`src/rtl/disp_addr_pkg.sv`:
```
// Shared codes for the display write-address counter.
// Assumes wr_space and inc_mode are 2-bit fields as defined below.
package disp_addr_pkg;
    // Space selected by a data write
    localparam logic [1:0] SPC_DOT  = 2'b00;
    localparam logic [1:0] SPC_CHAR = 2'b01;
    localparam logic [1:0] SPC_GLYF = 2'b10;
    localparam logic [1:0] SPC_NONE = 2'b11;

    // Step modes; bit 1 set means hold
    localparam logic [1:0] STEP_COL = 2'b00;
    localparam logic [1:0] STEP_ROW = 2'b01;
endpackage

```
`src/rtl/disp_xy_ptr.sv`:
```
// Two-coordinate write pointer with clamped loads and carry between axes.
// Column steps wrap at X_WRAP (any column >= X_WRAP returns to 0);
// row steps wrap at Y_MAX. A load of either axis cancels a step.
module disp_xy_ptr #(
    parameter int DW     = 8,
    parameter int X_MAX  = 14,
    parameter int X_WRAP = 14,
    parameter int Y_MAX  = 72,
    parameter int XW     = $clog2(X_MAX + 1),
    parameter int YW     = $clog2(Y_MAX + 1)
) (
    input  logic          clk,
    input  logic          rst_n,
    input  logic          ld_x,
    input  logic          ld_y,
    input  logic [DW-1:0] ld_val,
    input  logic          step,
    input  logic          step_row,
    output logic [XW-1:0] x_q,
    output logic [YW-1:0] y_q,
    output logic          sat
);
    logic          x_big, y_big;
    logic [XW-1:0] x_ld, x_nx, x_adv;
    logic [YW-1:0] y_ld, y_nx, y_adv;
    logic          x_end, y_end;

    // Clamp a load value to each axis range
    always_comb begin
        x_big = ld_val > DW'(X_MAX);
        y_big = ld_val > DW'(Y_MAX);
        x_ld  = x_big ? XW'(X_MAX) : ld_val[XW-1:0];
        y_ld  = y_big ? YW'(Y_MAX) : ld_val[YW-1:0];
        sat   = (ld_x & x_big) | (ld_y & y_big);
    end

    // Single-axis advance values with wrap to zero
    always_comb begin
        x_end = x_q >= XW'(X_WRAP);
        y_end = y_q >= YW'(Y_MAX);
        x_adv = x_end ? '0 : x_q + 1'b1;
        y_adv = y_end ? '0 : y_q + 1'b1;
    end

    // Next pointer: load first, else step the selected axis with carry
    always_comb begin
        x_nx = x_q;
        y_nx = y_q;
        if (ld_x || ld_y) begin
            if (ld_x) x_nx = x_ld;
            if (ld_y) y_nx = y_ld;
        end else if (step) begin
            if (!step_row) begin
                x_nx = x_adv;
                if (x_end) y_nx = y_adv;
            end else begin
                y_nx = y_adv;
                if (y_end) x_nx = x_adv;
            end
        end
    end

    // Pointer registers
    always_ff @(posedge clk) begin
        if (!rst_n) begin
            x_q <= '0;
            y_q <= '0;
        end else begin
            x_q <= x_nx;
            y_q <= y_nx;
        end
    end
endmodule

```
`src/rtl/disp_glyph_ptr.sv`:
```
// Glyph memory pointer {code, line}: one linear counter that always
// steps through lines first, so the unused last line is visited too.
// Loads above the top address clamp to it.
module disp_glyph_ptr #(
    parameter int DW     = 8,
    parameter int CODE_W = 4,
    parameter int LINE_W = 3,
    parameter int AW     = CODE_W + LINE_W
) (
    input  logic          clk,
    input  logic          rst_n,
    input  logic          ld,
    input  logic [DW-1:0] ld_val,
    input  logic          step,
    output logic [AW-1:0] addr_q,
    output logic          sat
);
    localparam int A_MAX = (1 << AW) - 1;

    logic          big;
    logic [AW-1:0] a_ld;

    // Clamp the load value
    always_comb begin
        big  = ld_val > DW'(A_MAX);
        a_ld = big ? AW'(A_MAX) : ld_val[AW-1:0];
        sat  = ld & big;
    end

    // Address register: load wins, else line-order increment
    always_ff @(posedge clk) begin
        if (!rst_n) addr_q <= '0;
        else if (ld) addr_q <= a_ld;
        else if (step) addr_q <= addr_q + 1'b1;
    end
endmodule

```
`src/rtl/disp_addr_ctr.sv`:
```
// Write-address counter for the dot plane, character plane and glyph
// memory of a dot-matrix display controller. Decodes write steps per
// space and mode, clamps loads, and trims write bytes per memory.
// Assumes one write tag per cycle; loads may coincide with writes.
module disp_addr_ctr
    import disp_addr_pkg::*;
#(
    parameter int DW       = 8,
    parameter int FD_DOTS  = 119,
    parameter int FD_ROWS  = 73,
    parameter int CH_COLS  = 22,
    parameter int CH_VIS   = 20,
    parameter int CH_ROWS  = 8,
    parameter int CG_CODES = 16,
    parameter int CG_LINES = 8,
    parameter int CG_BITS  = 5,
    parameter int FD_XMAX  = (FD_DOTS - 1) / DW,
    parameter int FD_XW    = $clog2(FD_XMAX + 1),
    parameter int FD_YW    = $clog2(FD_ROWS),
    parameter int CH_XW    = $clog2(CH_COLS),
    parameter int CH_YW    = $clog2(CH_ROWS),
    parameter int CG_AW    = $clog2(CG_CODES) + $clog2(CG_LINES)
) (
    input  logic             clk,
    input  logic             rst_n,
    input  logic             ld_fx,
    input  logic             ld_fy,
    input  logic             ld_cx,
    input  logic             ld_cy,
    input  logic             ld_cg,
    input  logic [DW-1:0]    ld_data,
    input  logic             wr_en,
    input  logic [1:0]       wr_space,
    input  logic [1:0]       inc_mode,
    input  logic [DW-1:0]    wr_data,
    output logic [FD_XW-1:0] fd_x,
    output logic [FD_YW-1:0] fd_y,
    output logic [CH_XW-1:0] ch_x,
    output logic [CH_YW-1:0] ch_y,
    output logic [CG_AW-1:0] cg_addr,
    output logic             cg_dummy,
    output logic [DW-1:0]    fd_bytemask,
    output logic [DW-1:0]    fd_wdata,
    output logic [DW-1:0]    cg_wdata,
    output logic             range_err
);
    localparam int LAST_BITS = FD_DOTS - DW * FD_XMAX;
    localparam int LINE_W    = $clog2(CG_LINES);
    localparam logic [DW-1:0] LAST_MASK = {DW{1'b1}} << (DW - LAST_BITS);
    localparam logic [DW-1:0] CG_MASK   = {DW{1'b1}} >> (DW - CG_BITS);

    logic step_ok, fd_step, ch_step, cg_step;
    logic fd_sat, ch_sat, cg_sat;

    // Decode which space steps this cycle
    always_comb begin
        step_ok = wr_en && !inc_mode[1];
        fd_step = step_ok && (wr_space == SPC_DOT);
        ch_step = step_ok && (wr_space == SPC_CHAR);
        cg_step = step_ok && (wr_space == SPC_GLYF);
    end

    disp_xy_ptr #(
        .DW(DW), .X_MAX(FD_XMAX), .X_WRAP(FD_XMAX), .Y_MAX(FD_ROWS - 1),
        .XW(FD_XW), .YW(FD_YW)
    ) u_dot (
        .clk(clk), .rst_n(rst_n), .ld_x(ld_fx), .ld_y(ld_fy), .ld_val(ld_data),
        .step(fd_step), .step_row(inc_mode[0]), .x_q(fd_x), .y_q(fd_y),
        .sat(fd_sat)
    );

    disp_xy_ptr #(
        .DW(DW), .X_MAX(CH_COLS - 1), .X_WRAP(CH_VIS - 1), .Y_MAX(CH_ROWS - 1),
        .XW(CH_XW), .YW(CH_YW)
    ) u_chr (
        .clk(clk), .rst_n(rst_n), .ld_x(ld_cx), .ld_y(ld_cy), .ld_val(ld_data),
        .step(ch_step), .step_row(inc_mode[0]), .x_q(ch_x), .y_q(ch_y),
        .sat(ch_sat)
    );

    disp_glyph_ptr #(
        .DW(DW), .CODE_W($clog2(CG_CODES)), .LINE_W(LINE_W), .AW(CG_AW)
    ) u_gly (
        .clk(clk), .rst_n(rst_n), .ld(ld_cg), .ld_val(ld_data),
        .step(cg_step), .addr_q(cg_addr), .sat(cg_sat)
    );

    // One-cycle pulse after a clamped load
    always_ff @(posedge clk) begin
        if (!rst_n) range_err <= 1'b0;
        else        range_err <= fd_sat | ch_sat | cg_sat;
    end

    // Trim write bytes to the dots each memory holds
    always_comb begin
        fd_bytemask = (fd_x == FD_XW'(FD_XMAX)) ? LAST_MASK : {DW{1'b1}};
        fd_wdata    = wr_data & fd_bytemask;
        cg_wdata    = wr_data & CG_MASK;
        cg_dummy    = &cg_addr[LINE_W-1:0];
    end
endmodule

```
`config.mk`:
```
export PLATFORM = sky130hd
export DESIGN_NAME = disp_addr_ctr
export DESIGN_NICKNAME = d
export VERILOG_FILES = /design/src/rtl/disp_addr_pkg.sv /design/src/rtl/disp_xy_ptr.sv /design/src/rtl/disp_glyph_ptr.sv /design/src/rtl/disp_addr_ctr.sv
export SDC_FILE = /design/constraint.sdc
export NUM_CORES = 1
export LEC_CHECK = 0
export ABC_AREA = 1
export BUFFER_PORTS_ARGS = -buffer_cell sky130_fd_sc_hd__buf_4
export CAP_MARGIN = 20
export CORE_UTILIZATION = 40
export CTS_BUF_LIST = sky130_fd_sc_hd__clkbuf_8
export CTS_CLUSTER_SIZE = 12
export DETAILED_ROUTE_END_ITERATION = 10
export PLACE_DENSITY = 0.66
export SYNTH_ARGS = -nofsm -noshare
export SYNTH_HDL_FRONTEND = slang
export SYNTH_HIERARCHICAL = 1
export SYNTH_SLANG_ARGS = --single-unit
```
`constraint.sdc`:
```
create_clock -name clk -period 1.5 [get_ports clk]
set_input_delay 0.15 -clock clk [delete_from_list [all_inputs] [get_ports clk]]
set_output_delay 0.15 -clock clk [all_outputs]
set_load 0.02 [all_outputs]
```
# ---- Yosys cells after proc, flatten, opt, wreduce, memory -nomap -nowiden
# Cells that the tools add are included.
dict set report totals {
  register_bits 27
  wordCells 89
}
dict set report classes {
  n_addsub 5
  n_lt_le_gt_ge 9
  n_eq_ne 9
  muxes 32
  bitwise 10
  n_reduce_logical 18
}
# operator n
set op_table {}
lappend op_table {{7-bit 2-to-1 mux} 10}
lappend op_table {{5-bit 2-to-1 mux} 7}
lappend op_table {{4-bit 2-to-1 mux} 7}
lappend op_table {{3-bit 2-to-1 mux} 7}
lappend op_table {{8-bit by 7-bit greater-than comparator with 1-bit output, second input constant} 2}
lappend op_table {{3-bit AND reduction} 5}
lappend op_table {{7-bit by 1-bit adder with 7-bit output, second input constant} 2}
lappend op_table {{8-bit AND} 1}
lappend op_table {{8-bit by 3-bit greater-than comparator with 1-bit output, second input constant} 1}
lappend op_table {{8-bit by 4-bit greater-than comparator with 1-bit output, second input constant} 1}
lappend op_table {{8-bit by 5-bit greater-than comparator with 1-bit output, second input constant} 1}
lappend op_table {{2-bit != test, second input constant} 4}
lappend op_table {{7-bit >= comparator, second input constant} 1}
lappend op_table {{3-bit by 1-bit != test with 1-bit output, second input constant} 2}
lappend op_table {{2-bit nonzero test} 3}
lappend op_table {{3-bit nonzero test} 2}
lappend op_table {{5-bit by 1-bit adder with 5-bit output, second input constant} 1}
lappend op_table {{1-bit AND} 5}
lappend op_table {{5-bit >= comparator, second input constant} 1}
lappend op_table {{4-bit by 1-bit adder with 4-bit output, second input constant} 1}
lappend op_table {{4-bit == test, second input constant} 1}
lappend op_table {{4-bit >= comparator, second input constant} 1}
lappend op_table {{1-bit logical AND} 4}
lappend op_table {{1-bit bitwise OR} 4}
lappend op_table {{8 further kinds} 9}

# ---- Longest topological paths before layout
# Gate-level depths: netlist of the first run.
dict set report logic_depth {
  word_depth 6
  mapped_depth 12
}

# ---- Modules after synthesis
# Netlist of the first run, hierarchy kept.
# module n_inst cells_per_inst area_per_inst_um2
set modules_own_cells {}
lappend modules_own_cells {{disp_xy_ptr at u_dot} 1 169 942.2}
lappend modules_own_cells {{disp_xy_ptr at u_chr} 1 115 681.9}
lappend modules_own_cells {disp_glyph_ptr 1 64 422.9}
lappend modules_own_cells {disp_addr_ctr 1 43 274.0}

# ---- Worst setup path after synthesis of the first run
# Ideal clock, no wire load.
dict set report synth_timing {
  path_kind {reg-to-reg}
  startpoint {register u_dot.x_q[0]}
  endpoint {register u_dot.y_q[4]}
  setup_time_ns 0.117
  arrival_ns 1.397
  path_slack_ns -0.013
  stages_incl_launch_ff 12
  path_buffers 1
  synth_period_minus_slack_ns 1.513
  cell_sequence {dfxtp_1 inv_1 ha_1 inv_1 nand2_1 nand2_1 nand2_1 nand2_2 nand2_2 buf_6 o21ai_1 nor2_1}
}
dict set report synth_between {
  elab_chain_len 3
}
# element line_no
set synth_rtl {}
lappend synth_rtl {{from (decl)} disp_xy_ptr.sv:19} ;# output logic [XW-1:0] x_q,
lappend synth_rtl {{from (signal assigned)} disp_xy_ptr.sv:69} ;# x_q <= x_nx;
lappend synth_rtl {{4-bit >= comparator} disp_xy_ptr.sv:39} ;# x_end = x_q >= XW'(X_WRAP);
lappend synth_rtl {{3-bit nonzero test (no line)} -}
lappend synth_rtl {{3-bit AND reduction (no line)} -}
lappend synth_rtl {{to (signal assigned)} disp_xy_ptr.sv:70} ;# y_q <= y_nx;
lappend synth_rtl {{to (decl)} disp_xy_ptr.sv:20} ;# output logic [YW-1:0] y_q,
# Every way passes these cells.
# A chain may end at the register's enable or synchronous reset.

# ---- Worst setup path after layout of the first run
dict set report layout_timing {
  startpoint {register u_chr.y_q[0]}
  endpoint {register u_chr.x_q[1]}
}
dict set report layout_between {
  elab_chain_len 3
}
# element line_no
set layout_rtl {}
lappend layout_rtl {{from (decl)} disp_xy_ptr.sv:20}
lappend layout_rtl {{from (signal assigned)} disp_xy_ptr.sv:70}
lappend layout_rtl {{3-bit >= comparator} disp_xy_ptr.sv:40} ;# y_end = y_q >= YW'(Y_MAX);
lappend layout_rtl {{3-bit by 1-bit != test with 1-bit output (no line)} -}
lappend layout_rtl {{3-bit AND reduction (no line)} -}
lappend layout_rtl {{to (signal assigned)} disp_xy_ptr.sv:69}
lappend layout_rtl {{to (decl)} disp_xy_ptr.sv:19}
# Every way passes these cells.

==> results of run 1 <==
-- metal layers --
layer | GRT usage [%] | wire (um) | up-vias
li1 | - | - | 1286
met1 | 24.0 | 2660 | 1099
met2 | 31.9 | 2680 | 64
met3 | 2.56 | 342 | 4
met4 | 4.07 | 30 | 0
met5 | 0 | 0 | -
-- worst min-delay path by stage --
stage,endpoint,slack (ns),cells past startpoint
floorplan,u_gly/addr_q[0],0.25,2
global placement,fd_wdata[2],0.30,0
detailed placement,fd_wdata[2],0.30,0
CTS,u_gly/addr_q[2],0.20,3
global route,u_gly/addr_q[2],0.22,3
finish,u_gly/addr_q[2],0.20,3
-- synth_stat cells (all sizes together) (4+ instances only) --
| cell type | n |
|---|---|
| a21oi | 11 |
| buf | 23 |
| dfxtp | 27 |
| ha | 8 |
| inv | 65 |
| nand2 | 97 |
| nand3 | 34 |
| nand4 | 6 |
| nor2 | 62 |
| nor3 | 4 |
| o21ai | 30 |
| o21bai | 4 |
-- registers in the layout, summed over array words and instances (netlist names) --
signal / flops
range_err: 1
u_chr/x_q: 5
u_chr/y_q: 3
u_dot/x_q: 4
u_dot/y_q: 7
u_gly/addr_q: 7
-- critical path: stages (launching register included) --
cell and delay [ns]:
dfxtp_1 0.35, ha_1 0.21, ha_1 0.17, inv_1 0.08, nand3_1 0.08, nand2_1 0.10
nand2_2 0.12, o21ai_0 0.18, nor2_1 0.07
-- power groups by stage --
stage	Sequential [mW]	Clock, mW	Combinational [mW]
2_1_floorplan	0.916	0	0.388
3_3_place_gp	0.854	0	0.627
3_5_place_dp	0.855	0	0.631
4_1_cts	0.840	0.445	0.634
5_1_grt	0.852	0.468	0.717
6_report	0.841	0.434	0.646
-- metrics by stage --
step                setup TNS (ns)  utilization [%]  std cells
floorplan                        0                -        399
global placement                 0             48.3        502
finish                           0             49.9        507
CTS                              0             49.1        506
global route               -0.0598             49.9        507
detailed placement               0             48.3        502
-- logic make-up after synthesis --
kind of cell    synth area share, %
other cells                   0.324
buf+inv                        18.7
flops                          23.3
xor+xnor                      0.755
simple gates                   39.4
compound gates                 13.3
fa+ha+maj                      4.31
-- cells in the final DEF, fill, tap and decap left out, drive strengths merged --
master / netlist / final
nand2: 97 / 98
inv: 65 / 66
nor2: 62 / 62
buf: 23 / 55
nand3: 34 / 34
o21ai: 30 / 30
dfxtp: 27 / 27
a21oi: 11 / 11
conb: 2 / 10
ha: 8 / 8
nand4: 6 / 6
o21bai: 4 / 4
nor3: 4 / 4
clkbuf: 1 / 3
a31oi: 2 / 2
nand3b: 2 / 2
o211ai: 2 / 2
or2: 2 / 2
and3: 1 / 1
a21boi: 1 / 1
xnor2: 1 / 1
o31ai: 1 / 1
nor2b: 1 / 1
clkinv: 1 / 1
a31o: 1 / 1
xor2: 1 / 1
o22ai: 1 / 1
-- layout make-up --
class                           count  area share [%]
Multi-Input combinational cell    283            51.4
Sequential cell                    27            19.6
Timing Repair Buffer               55            14.9
Inverter                           66            9.14
Tap cell                           72            3.26
Clock buffer                        3            1.49
Clock inverter                      1           0.136
==> results.cfg, run 1 <==
[cells_and_area]
area_delta_synth_final_pct = 19.1
final_nets = 472
multi_input_area_um2 = 1420
final_area_um2 = 2760
antennaDiodeCount = 0
nFillCells = 609
ff_latch_area_um2 = 542
final_layout_size_suffix_gt1_share_pct = 22.3

[detailed_routing]
wirelength_um = 5720
firstDrtPassIters = 4
drtIter0Drc = 109
ant_nets = 0
vias_per_cell = 4.84
vias = 2453
drc = 0
post_drt_wl_per_cell_um = 11.3

[clocking]
cts_tree = yes
numClockSinks = 27
cts_buffer_depth = 2
clk-insertion-delay-late_ns = 0.27
cts_setup_buffers = 0
postCtsResizedCells = 0
cts_buffers = 3
cts_hold_buf = 0
htree_levels = 1
cts_root_buffer = clkbuf_8
path_clk_slew_ns = 0.10

[critical_path]
crit_start = u_chr/y_q[0]
critPathKind = reg -> reg
cp.required_ns = 1.68
r2r_cells = 8
r2r_end = u_chr/x_q[1]
reg2reg_slack_ns = 0.05
end_kind = flip-flop
startpoint_type = flip-flop
cp-endpoint = u_chr/x_q[1]
cp.arrival_ns = 1.63
path_max_fanout = 9
reg2reg_from = u_chr/y_q[0]

[synthesis]
synth_flop_cell = dfxtp_1
yosysTopAreaCell = dfxtp_1
synthArstFlopShare_pct = 0
syn_avg_cell_area_um2 = 5.94
synth_edf_count = 0
yosys_warnings = 6
seq_area_frac_synth_pct = 23.3
synth_area_leaders = dfxtp_1, nand2_1, nor2_1, inv_1, nand3_1
synthCells = 391
synth_seq_cells = 27
netlist_area_um2 = 2320
synth_top_area_share_pct = 23.3
synth.distinct_cells = 39

[timing]
hold_violations = 0
grt_setup_unrepaired = yes
skew_ns = 0.00308
clock.fmax_mhz = 690
period_minus_slack_ns = 1.45
finalWorstSetupSlack_ns = 0.0508
holdWs_ns = 0.204
setup_viol = 0
timing.final.crit_share_pct = 96.6
maxSlewViolCount = 0

[power_and_ir_drop]
power.leakage_nw = 1.49
power.share.combinational_pct = 33.6
peakVddDrop_v = 0.000344
p_int_mw = 1.21
seqPwrFrac_pct = 43.8
sw_frac_of_total_pct = 36.9
p_switching_mw = 0.709
powerDensity_nw_per_um2 = 695
clkPwrFrac_pct = 22.6
total_power_mw = 1.92

[grt]
grt_pass1_vias = 2080
grt-ovfl-total = 0
grt_pass1_wl_um = 9270
grt_max_degree = 28
grt_antenna_before_repair = 0
grt_use_total_pct = 18.4

[floorplanning]
dieArea_um2 = 6110
dieWidth_um = 78.2
die_height_um = 78.2
ios = 80
start_util_pct = 41.9
core_area_um2 = 5540
rows = 27

[placed_design]
place_congestion = 0.820
placed_cell_area_um2 = 2680
post-place-ws_ns = 0.0965
dp_hpwl_um = 4380
placement.io_buffers = 51

[worst_hold_path]
hp-start = ld_cg
hold_class = in -> reg

[run]
maxCapViolCount = 0

[outcome]
status = completed
No activity file was read; power rests on OpenSTA's default activity.
==> inputs of run 2 (changes only) <==
--- a/config.mk
+++ b/config.mk
@@ -6,8 +6,9 @@
 export NUM_CORES = 1
 export LEC_CHECK = 0
 export ABC_AREA = 1
-export BUFFER_PORTS_ARGS = -buffer_cell sky130_fd_sc_hd__buf_4
+export BUFFER_PORTS_ARGS = -buffer_cell sky130_fd_sc_hd__buf_2
 export CAP_MARGIN = 20
+export CORE_MARGIN = 2
 export CORE_UTILIZATION = 40
 export CTS_BUF_LIST = sky130_fd_sc_hd__clkbuf_8
 export CTS_CLUSTER_SIZE = 12
==> run 2 against run 1 <==
Register-to-register slack improved by 0.04 ns. First-iteration DRC count up 24%. Combinational power is 10% lower. Utilization is 3.0 points lower.
==> results.cfg, run 2 (synthesis gave the netlist of run 1 again) <==
[timing]
grt_setup_unrepaired = no
maxSlewViolCount = 0
holdWs_ns = 0.199
timing.final.crit_share_pct = 94.0
skew_ns = 0.00273
period_minus_slack_ns = 1.41
clock.fmax_mhz = 709
finalWorstSetupSlack_ns = 0.0898
hold_violations = 0
final.setup.tns_ns = 0
setup_viol = 0

[critical_path]
path_depth = 8
cpMostUsedCell = ha_1
end_kind = flip-flop
r2r_end = u_chr/x_q[1]
reg2reg_slack_ns = 0.09
path_max_fanout = 9
crit_start = u_chr/y_q[0]
max_stage_delay_ns = 0.35
cp-endpoint = u_chr/x_q[1]
cp_cell_sequence = ha_1, ha_1, inv_1, nand3_1, nand2_1, nand2_2, o21ai_1, nor2_1
critical_path_buf_inv_count = 1
reg2reg_from = u_chr/y_q[0]
path_delay_family = adder cells
cp.required_ns = 1.68
slowest_stage = dfxtp_1
critPathKind = reg -> reg
r2r_cells = 8
cp.arrival_ns = 1.59
startpoint_type = flip-flop

[grt]
grt-ovfl-total = 0
grt_pass1_wl_um = 9460
grt_antenna_before_repair = 0
grt_pass1_vias = 2179
grt_max_degree = 28
grt_use_total_pct = 17.9

[run]
maxCapViolCount = 0

[cells_and_area]
ff_latch_area_um2 = 544
area_delta_synth_final_pct = 11.9
final_nets = 470
final_common_cell = nand2_1
layout_common_cells = nand2_1, nor2_1, inv_1, buf_2, nand3_1
final_cells = 505
final_layout_size_suffix_gt1_share_pct = 20.8
antennaDiodeCount = 0
final_area_um2 = 2600
largestRegisters = u_dot/y_q (7), u_gly/addr_q (7), u_chr/x_q (5)
multi_input_area_um2 = 1390
fin_util_pct = 46.9
nFillCells = 623

[placed_design]
place_congestion = 0.836
placement.io_buffers = 51
placedCellCount = 499
dp_hpwl_um = 4310
placed_cell_area_um2 = 2520
post-place-ws_ns = 0.0606

[clocking]
numClockSinks = 27
cts_hold_buf = 0
path_clk_slew_ns = 0.10
cts_buffer_depth = 2
clk-insertion-delay-late_ns = 0.27
cts_tree = yes
cts_buffers = 3
cts_root_buffer = clkbuf_8
htree_levels = 1

[power_and_ir_drop]
peakVddDrop_v = 0.000358
powerDensity_nw_per_um2 = 711
power.leakage_nw = 1.44
total_power_mw = 1.85

[floorplanning]
die_height_um = 80.2
dieWidth_um = 80.2
rows = 27
ios = 80
core_area_um2 = 5540
start_util_pct = 41.9
dieArea_um2 = 6430

[detailed_routing]
vias = 2441
vias_per_cell = 4.83
wirelength_um = 5610
drc = 0
firstDrtPassIters = 4
drtIter0Drc = 135
post_drt_wl_per_cell_um = 11.1
ant_nets = 0

[outcome]
status = completed

[worst_hold_path]
hold_class = in -> reg
holdPathStages = 3
==> run 2: report_power, final <==
group	internal (mW)	switching, mW
logic	0.199	0.382
clock network	0.184	0.242
registers	0.773	0.0660
total	1.16	0.690
==> run 2: repair_timing <==
action | in CTS | in global routing
resized for setup | 0 | 8
endpoints found under the setup margin | 0 | 11
setup buffers | 0 | 1
==> run 2: how the worst min path moves through the flow <==
| stage | from | to |
|---|---|---|
| detailed placement | wr_data[7] | fd_wdata[7] |
| CTS | ld_cg | u_gly/addr_q[2] |
| global placement | wr_data[7] | fd_wdata[7] |
| floorplan | rst_n | u_gly/addr_q[0] |
| finish | ld_cg | u_gly/addr_q[2] |
| global route | ld_cg | u_gly/addr_q[2] |
==> run 2: routing by layer <==
layer | global-route usage [%] | wire, um
met1 | 23.1 | 2610
met2 | 31.2 | 2660
met3 | 2.81 | 313
met4 | 4.41 | 28
met5 | 0 | 0
==> run 2: layout make-up <==
type / instances / share of cell area [%]
multi-input combinational: 283 / 53.7
sequential: 27 / 21.0
timing repair buffer: 53 / 10.4
inverter: 66 / 9.73
tap: 72 / 3.47
clock buffer: 3 / 1.59
clock inverter: 1 / 0.145
==> run 2: worst reg2reg max path, cell delays in order, from the launching register on <==
cell and delay (ns):
dfxtp_1 0.35, ha_1 0.21, ha_1 0.18, inv_1 0.09, nand3_1 0.08, nand2_1 0.09, nand2_2 0.12, o21ai_1 0.14
nor2_1 0.06
